[config.mk]
export PLATFORM = sky130hd
export DESIGN_NAME = keyscan_top
export DESIGN_NICKNAME = d
export VERILOG_FILES = /design/src/rtl/keyscan_pkg.sv /design/src/rtl/keyscan_seq.sv /design/src/rtl/keyscan_capture.sv /design/src/rtl/keyscan_readout.sv /design/src/rtl/keyscan_top.sv
export SDC_FILE = /design/constraint.sdc
export NUM_CORES = 1
export LEC_CHECK = 0
export BUFFER_PORTS_ARGS = -buffer_cell sky130_fd_sc_hd__buf_2
export CORE_MARGIN = 5
export CORE_UTILIZATION = 61
export CTS_CLUSTER_SIZE = 25
export DETAILED_ROUTE_END_ITERATION = 10
export PLACE_DENSITY = 0.8
export SYNTH_ARGS = -nofsm -noshare
export SYNTH_HDL_FRONTEND = slang
export SYNTH_SLANG_ARGS = --single-unit
export TNS_END_PERCENT = 5
[constraint.sdc]
create_clock -name clk -period 2.6 [get_ports clk]
set_clock_uncertainty 0.2 [all_clocks]
set_input_delay 0.13 -clock clk [delete_from_list [all_inputs] [get_ports clk]]
set_output_delay 0.13 -clock clk [all_outputs]
set_load 0.05 [all_outputs]
[src/rtl/keyscan_pkg.sv]
package keyscan_pkg;
   // Flat position of return r of source s, source-major.
   function automatic int unsigned key_pos(int unsigned s, int unsigned r, int unsigned n_ret);
      return s * n_ret + r;
   endfunction
endpackage

[src/rtl/keyscan_seq.sv]
module keyscan_seq #(
   parameter int unsigned NUM_SRC         = 12,
   parameter int unsigned SLOT_CYC        = 8,
   parameter int unsigned SAMPLE_OFS      = 6,
   parameter bit          SRC_ACTIVE_HIGH = 1'b1,
   localparam int unsigned SRC_W          = (NUM_SRC > 1) ? $clog2(NUM_SRC) : 1,
   localparam int unsigned SLOT_W         = $clog2(SLOT_CYC)
) (
   input  logic               clk,
   input  logic               rst_n,
   input  logic               cycle_end,
   output logic [SRC_W-1:0]   src_idx,
   output logic               sample_stb,
   output logic [NUM_SRC-1:0] src_drv
);
   localparam logic [SLOT_W-1:0] SLOT_LAST = SLOT_W'(SLOT_CYC - 1);
   localparam logic [SLOT_W-1:0] SMP_AT    = SLOT_W'(SAMPLE_OFS);
   localparam logic [SRC_W-1:0]  SRC_LAST  = SRC_W'(NUM_SRC - 1);

   generate
      if (SLOT_CYC < 2) begin : g_bad_slot
         $error("keyscan_seq: SLOT_CYC must be at least 2");
      end
      if (SAMPLE_OFS >= SLOT_CYC) begin : g_bad_ofs
         $error("keyscan_seq: SAMPLE_OFS must lie inside the slot");
      end
   endgenerate

   logic [SLOT_W-1:0]  slot_cnt;
   logic [NUM_SRC-1:0] drv_hi;

   always_ff @(posedge clk or negedge rst_n) begin
      if (!rst_n) begin
         slot_cnt <= '0;
         src_idx  <= '0;
      end else if (cycle_end) begin
         slot_cnt <= '0;
         src_idx  <= '0;
      end else if (slot_cnt == SLOT_LAST) begin
         slot_cnt <= '0;
         src_idx  <= (src_idx == SRC_LAST) ? '0 : src_idx + 1'b1;
      end else begin
         slot_cnt <= slot_cnt + 1'b1;
      end
   end

   assign sample_stb = (slot_cnt == SMP_AT) && !cycle_end;

   for (genvar s = 0; s < NUM_SRC; s++) begin : g_dec
      assign drv_hi[s] = (src_idx == SRC_W'(s));
   end

   generate
      if (SRC_ACTIVE_HIGH) begin : g_pol_hi
         assign src_drv = drv_hi;
      end else begin : g_pol_lo
         assign src_drv = ~drv_hi;
      end
   endgenerate

   assert_src_advance_R2: assert property (@(posedge clk) disable iff (!rst_n)
      (slot_cnt == SLOT_LAST && !cycle_end && src_idx != SRC_LAST)
      |=> (src_idx == $past(src_idx) + 1'b1));

   assert_src_wrap_R2: assert property (@(posedge clk) disable iff (!rst_n)
      (slot_cnt == SLOT_LAST && !cycle_end && src_idx == SRC_LAST) |=> (src_idx == '0));

   assert_restart_R4: assert property (@(posedge clk) disable iff (!rst_n)
      cycle_end |=> (src_idx == '0 && slot_cnt == '0));
endmodule

[src/rtl/keyscan_capture.sv]
module keyscan_capture #(
   parameter int unsigned NUM_SRC = 12,
   parameter int unsigned NUM_RET = 4,
   parameter int unsigned SW_W    = 4,
   localparam int unsigned SRC_W  = (NUM_SRC > 1) ? $clog2(NUM_SRC) : 1,
   localparam int unsigned TOTAL  = NUM_SRC * NUM_RET
) (
   input  logic               clk,
   input  logic               rst_n,
   input  logic               cycle_end,
   input  logic               sample_stb,
   input  logic [SRC_W-1:0]   src_idx,
   input  logic [NUM_RET-1:0] key_in,
   input  logic [SW_W-1:0]    sw_in,
   output logic [TOTAL-1:0]   hold,
   output logic [SW_W-1:0]    sw_hold
);
   import keyscan_pkg::*;

   logic [TOTAL-1:0] work;

   for (genvar s = 0; s < NUM_SRC; s++) begin : g_row
      logic [NUM_RET-1:0] row;
      always_ff @(posedge clk or negedge rst_n) begin
         if (!rst_n)
            row <= '0;
         else if (sample_stb && src_idx == SRC_W'(s))
            row <= key_in;
      end
      assign work[key_pos(s, 0, NUM_RET) +: NUM_RET] = row;
   end

   always_ff @(posedge clk or negedge rst_n) begin
      if (!rst_n) begin
         hold    <= '0;
         sw_hold <= '0;
      end else if (cycle_end) begin
         hold    <= work;
         sw_hold <= sw_in;
      end
   end

   assert_hold_stable_R5: assert property (@(posedge clk) disable iff (!rst_n)
      !cycle_end |=> $stable(hold));

   assert_sw_stable_R6: assert property (@(posedge clk) disable iff (!rst_n)
      !cycle_end |=> $stable(sw_hold));

   assert_no_sample_at_end_R4: assert property (@(posedge clk) disable iff (!rst_n)
      cycle_end |-> !sample_stb);
endmodule

[src/rtl/keyscan_readout.sv]
module keyscan_readout #(
   parameter int unsigned TOTAL = 48
) (
   input  logic             clk,
   input  logic             rst_n,
   input  logic             rd_load,
   input  logic             rd_shift,
   input  logic [TOTAL-1:0] hold,
   output logic             rd_bit
);
   logic [TOTAL-1:0] sh;

   always_ff @(posedge clk or negedge rst_n) begin
      if (!rst_n)
         sh <= '0;
      else if (rd_load)
         sh <= hold;
      else if (rd_shift)
         sh <= {1'b0, sh[TOTAL-1:1]};
   end

   assign rd_bit = sh[0];

   assert_shift_idle_R7: assert property (@(posedge clk) disable iff (!rst_n)
      (!rd_load && !rd_shift) |=> $stable(sh));

   assert_load_wins_R7: assert property (@(posedge clk) disable iff (!rst_n)
      rd_load |=> (rd_bit == $past(hold[0])));
endmodule

[src/rtl/keyscan_top.sv]
module keyscan_top #(
   parameter int unsigned NUM_SRC         = 12,
   parameter int unsigned NUM_RET         = 4,
   parameter int unsigned SW_W            = 4,
   parameter int unsigned SLOT_CYC        = 8,
   parameter int unsigned SAMPLE_OFS      = 6,
   parameter bit          SRC_ACTIVE_HIGH = 1'b1
) (
   input  logic               clk,
   input  logic               rst_n,
   input  logic               cycle_end,
   input  logic [NUM_RET-1:0] key_in,
   input  logic [SW_W-1:0]    sw_in,
   input  logic               rd_load,
   input  logic               rd_shift,
   output logic [NUM_SRC-1:0] src_drv,
   output logic [SW_W-1:0]    sw_val,
   output logic               rd_bit
);
   localparam int unsigned SRC_W = (NUM_SRC > 1) ? $clog2(NUM_SRC) : 1;
   localparam int unsigned TOTAL = NUM_SRC * NUM_RET;

   logic [SRC_W-1:0] src_idx;
   logic             sample_stb;
   logic [TOTAL-1:0] hold;

   keyscan_seq #(
      .NUM_SRC(NUM_SRC), .SLOT_CYC(SLOT_CYC), .SAMPLE_OFS(SAMPLE_OFS),
      .SRC_ACTIVE_HIGH(SRC_ACTIVE_HIGH)
   ) u_seq (
      .clk(clk), .rst_n(rst_n), .cycle_end(cycle_end),
      .src_idx(src_idx), .sample_stb(sample_stb), .src_drv(src_drv)
   );

   keyscan_capture #(
      .NUM_SRC(NUM_SRC), .NUM_RET(NUM_RET), .SW_W(SW_W)
   ) u_cap (
      .clk(clk), .rst_n(rst_n), .cycle_end(cycle_end), .sample_stb(sample_stb),
      .src_idx(src_idx), .key_in(key_in), .sw_in(sw_in),
      .hold(hold), .sw_hold(sw_val)
   );

   keyscan_readout #(.TOTAL(TOTAL)) u_rd (
      .clk(clk), .rst_n(rst_n), .rd_load(rd_load), .rd_shift(rd_shift),
      .hold(hold), .rd_bit(rd_bit)
   );

   assert_one_source_R1: assert property (@(posedge clk) disable iff (!rst_n)
      $onehot(SRC_ACTIVE_HIGH ? src_drv : ~src_drv));
endmodule

==> run metrics <==
status=complete, no violations; die height=roughly 110 µm; final cycle utilization of the critical path=0.873; H-tree depth=4; dominant cell type by area after synthesis=dfrtp_1; Fin Setup TNS=0 ps; min-delay worst type=input port to flip-flop; DRT Wirelength=approximately 12 mm; Placeable Area=about 10000 µm²; gr usage total=0.202; largest net degree at the start of global routing=69; Rows=37; Leak=between 3 and 4 nW; CTS clk-pin slew, worst paths=~60 ps; share of cells above drive strength 1=0.321; Synth area leaders=dfrtp_1 (59%), mux2_2 (17%), mux2i_1 (7.5%), o21ai_0 (3.7%), nand2_1 (2.9%); Crit Reg-Reg Startpoint=u_seq.src_idx[1]; detailed-router iteration count before antenna repair=4; Final Hold Vio Count=0; Yosys top cell area share=0.593; WHS Endpoint=u_cap.sw_hold[3]; Resized cells post-CTS=0; clock sink count=about 160; post-CTS setup repair buffer count=0; vias in the first global route=around 4100; Antenna Diode Count=0; Avg Inst Size Synth=approximately 13 µm²; CTS buffer count=17; crit end category=output pin; Slew Viols, Final=0; Vias=3798; Initial Utilization=0.628; Worst-Skew Late Latency=about 520 ps; Req. time, crit path=between 2000 and 2500 ps; Routed WL per cell=roughly 17 µm; CP max FO=11; antenna violations before repair=0; number of distinct library cells after synthesis=31; Syn Nets=508; Antenna Nets Post-Route=0; sequential area share after synthesis=0.593; Worst-Margin Slew=around 610 ps; Slew HR=0.594; Syn. warnings=0; WP data arrival=between 1500 and 2000 ps; Placement Setup Slack=between 500 and 600 ps; worst reg2reg path endpoint=u_cap.g_row[5].row[1]; Reg2Reg Depth=5; synthesis-stage register bit count=between 150 and 200; Mapped Cells=about 490; final net count=between 500 and 600; post-synthesis instance area=roughly 6500 µm²; DRC=0; worst hold slack=roughly 180 ps; hold path depth=3; Layout area overhead=13.8%; PnR worst setup slack=about 330 ps; min cycle time layout=~2300 ps; Worst Hold Launch=sw_in[3]; highest clock rate=between 400 and 500 MHz; VDD IR max=between 0.4 and 0.5 mV; max-cap violations=0; R2R Setup Slk=slightly below 600 ps; power after layout=~4.9 mW; first-pass GRT wire length=between 20 and 25 mm; startpoint types=flip-flop; CTS Buffer Depth=2; DR iter-0 viols=170; root buffer cell=clkbuf_8; Port Buffers=29; Die Width=approximately 110 µm; worst setup path class=flip-flop to output pin; CTS tree=built; grt total ovfl=0; die area=between 10000 and 15000 µm²; I/O pin count=30; Final GP Congestion=~0.8; RSZ-0062 raised after global routing=no; Vias per Instance=~5.6; final setup vio count=0; Post-DP HPWL=about 7.3 mm; Power Density=662 nW/µm²
## kinds of logic (layout without fill, tap and decap cells)
group | Yosys count | count (layout) | synth area share
simple gates | 90 | 90 | 0.0761
flops | 155 | 155 | 0.593
fa+ha+maj | 7 | 7 | 0.0134
mux | 149 | 149 | 0.247
compound gates | 54 | 54 | 0.0428
buf+inv | 33 | 84 | 0.0277
## cells in the final DEF (no fill, tap or decap), types with 4 or more instances in the layout
cell	count
buf_12	4
nor2_1	7
inv_1	4
clkbuf_16	16
clkinvlp_4	4
o21ai_0	49
dfrtp_1	155
dlygate4sd3_1	13
ha_1	7
and2_1	12
nand2_1	50
buf_2	28
mux2_2	100
mux2i_1	49
clkinv_2	7
## critical path, stage by stage, from the launching register on
cell	delay, ps
dfrtp_1	590
nor2b_1	390
and2_1	180
buf_2	260
## power by group
part           internal [mW]  switching, mW
Combinational          0.101          0.181
Clock                   1.25          0.918
Sequential              2.46         0.0232
## routing by layer
metal | global-route usage | share of wire
met1 | 0.276 | 0.46
met2 | 0.323 | 0.49
met3 | 0.0488 | 0.034
met4 | 0.0657 | 0.014
met5 | 0 | 0
## registers in the layout, summed over array words and instances (netlist names)
| register | count |
|---|---|
| u_rd.sh | 48 |
| u_cap.sw_hold | 4 |
| u_cap.hold | 48 |
| u_cap.g_row.row | 48 |
| u_seq.slot_cnt | 3 |
| u_seq.src_idx | 4 |
## how the worst max path moves through the flow
stage / slack (ps) / from / endpoint / cells past startpoint
floorplan: 760 / u_seq.slot_cnt[0] / u_cap.g_row[4].row[0] / 5
global placement: 650 / u_seq.src_idx[1] / u_cap.g_row[5].row[2] / 5
detailed placement: 590 / u_seq.src_idx[1] / u_cap.g_row[5].row[1] / 5
CTS: 320 / u_seq.src_idx[3] / src_drv[11] / 3
global route: 190 / u_seq.src_idx[3] / src_drv[8] / 3
finish: 330 / u_seq.src_idx[2] / src_drv[4] / 3
## per-stage QoR
| stage | cells | utilization | cell area, µm² |
|---|---|---|---|
| 2_1_floorplan | 488 | - | 6540 |
| 6_report | 675 | 0.715 | 7450 |
| 3_3_place_gp | 630 | 0.652 | 6790 |
| 4_1_cts | 675 | 0.715 | 7450 |
| 5_1_grt | 675 | 0.715 | 7450 |
| 3_5_place_dp | 630 | 0.652 | 6790 |
## cell usage after synthesis
| cell | n |
|---|---|
| buf_2 | 8 |
| ha_1 | 7 |
| buf_6 | 1 |
| nand4b_1 | 2 |
| and4_1 | 2 |
| mux2i_1 | 49 |
| mux2_2 | 100 |
| nor3_4 | 2 |
| a22o_1 | 1 |
| nor2_2 | 2 |
| nand2_1 | 50 |
| clkbuf_8 | 1 |
| a21oi_1 | 2 |
| nor2b_1 | 3 |
| nor3_1 | 1 |
| buf_4 | 4 |
| nor2b_4 | 1 |
| and2b_2 | 1 |
| nor2_1 | 7 |
| inv_1 | 4 |
| a21boi_0 | 1 |
| and2_1 | 12 |
| clkbuf_1 | 11 |
| a211o_1 | 1 |
| clkbuf_4 | 4 |
| nand4_1 | 2 |
| nand2b_1 | 2 |
| o21ai_0 | 49 |
| and4b_1 | 1 |
| nand4b_4 | 2 |
| dfrtp_1 | 155 |
## repair_timing
action                                 4_1_cts  5_1_grt
hold buffers                                13        0
setup endpoints to repair                    0        0
endpoints found under the hold margin      239        0
## final cells by class
cell class	instances	area [µm²]
clock buffer	19	422
clock inverter	13	104
fill	731	2970
inverter	4	15.0
multi-input combinational	300	2480
sequential	155	3880
tap	136	170
timing repair buffer	48	377
(Power assumes the default switching activity.)
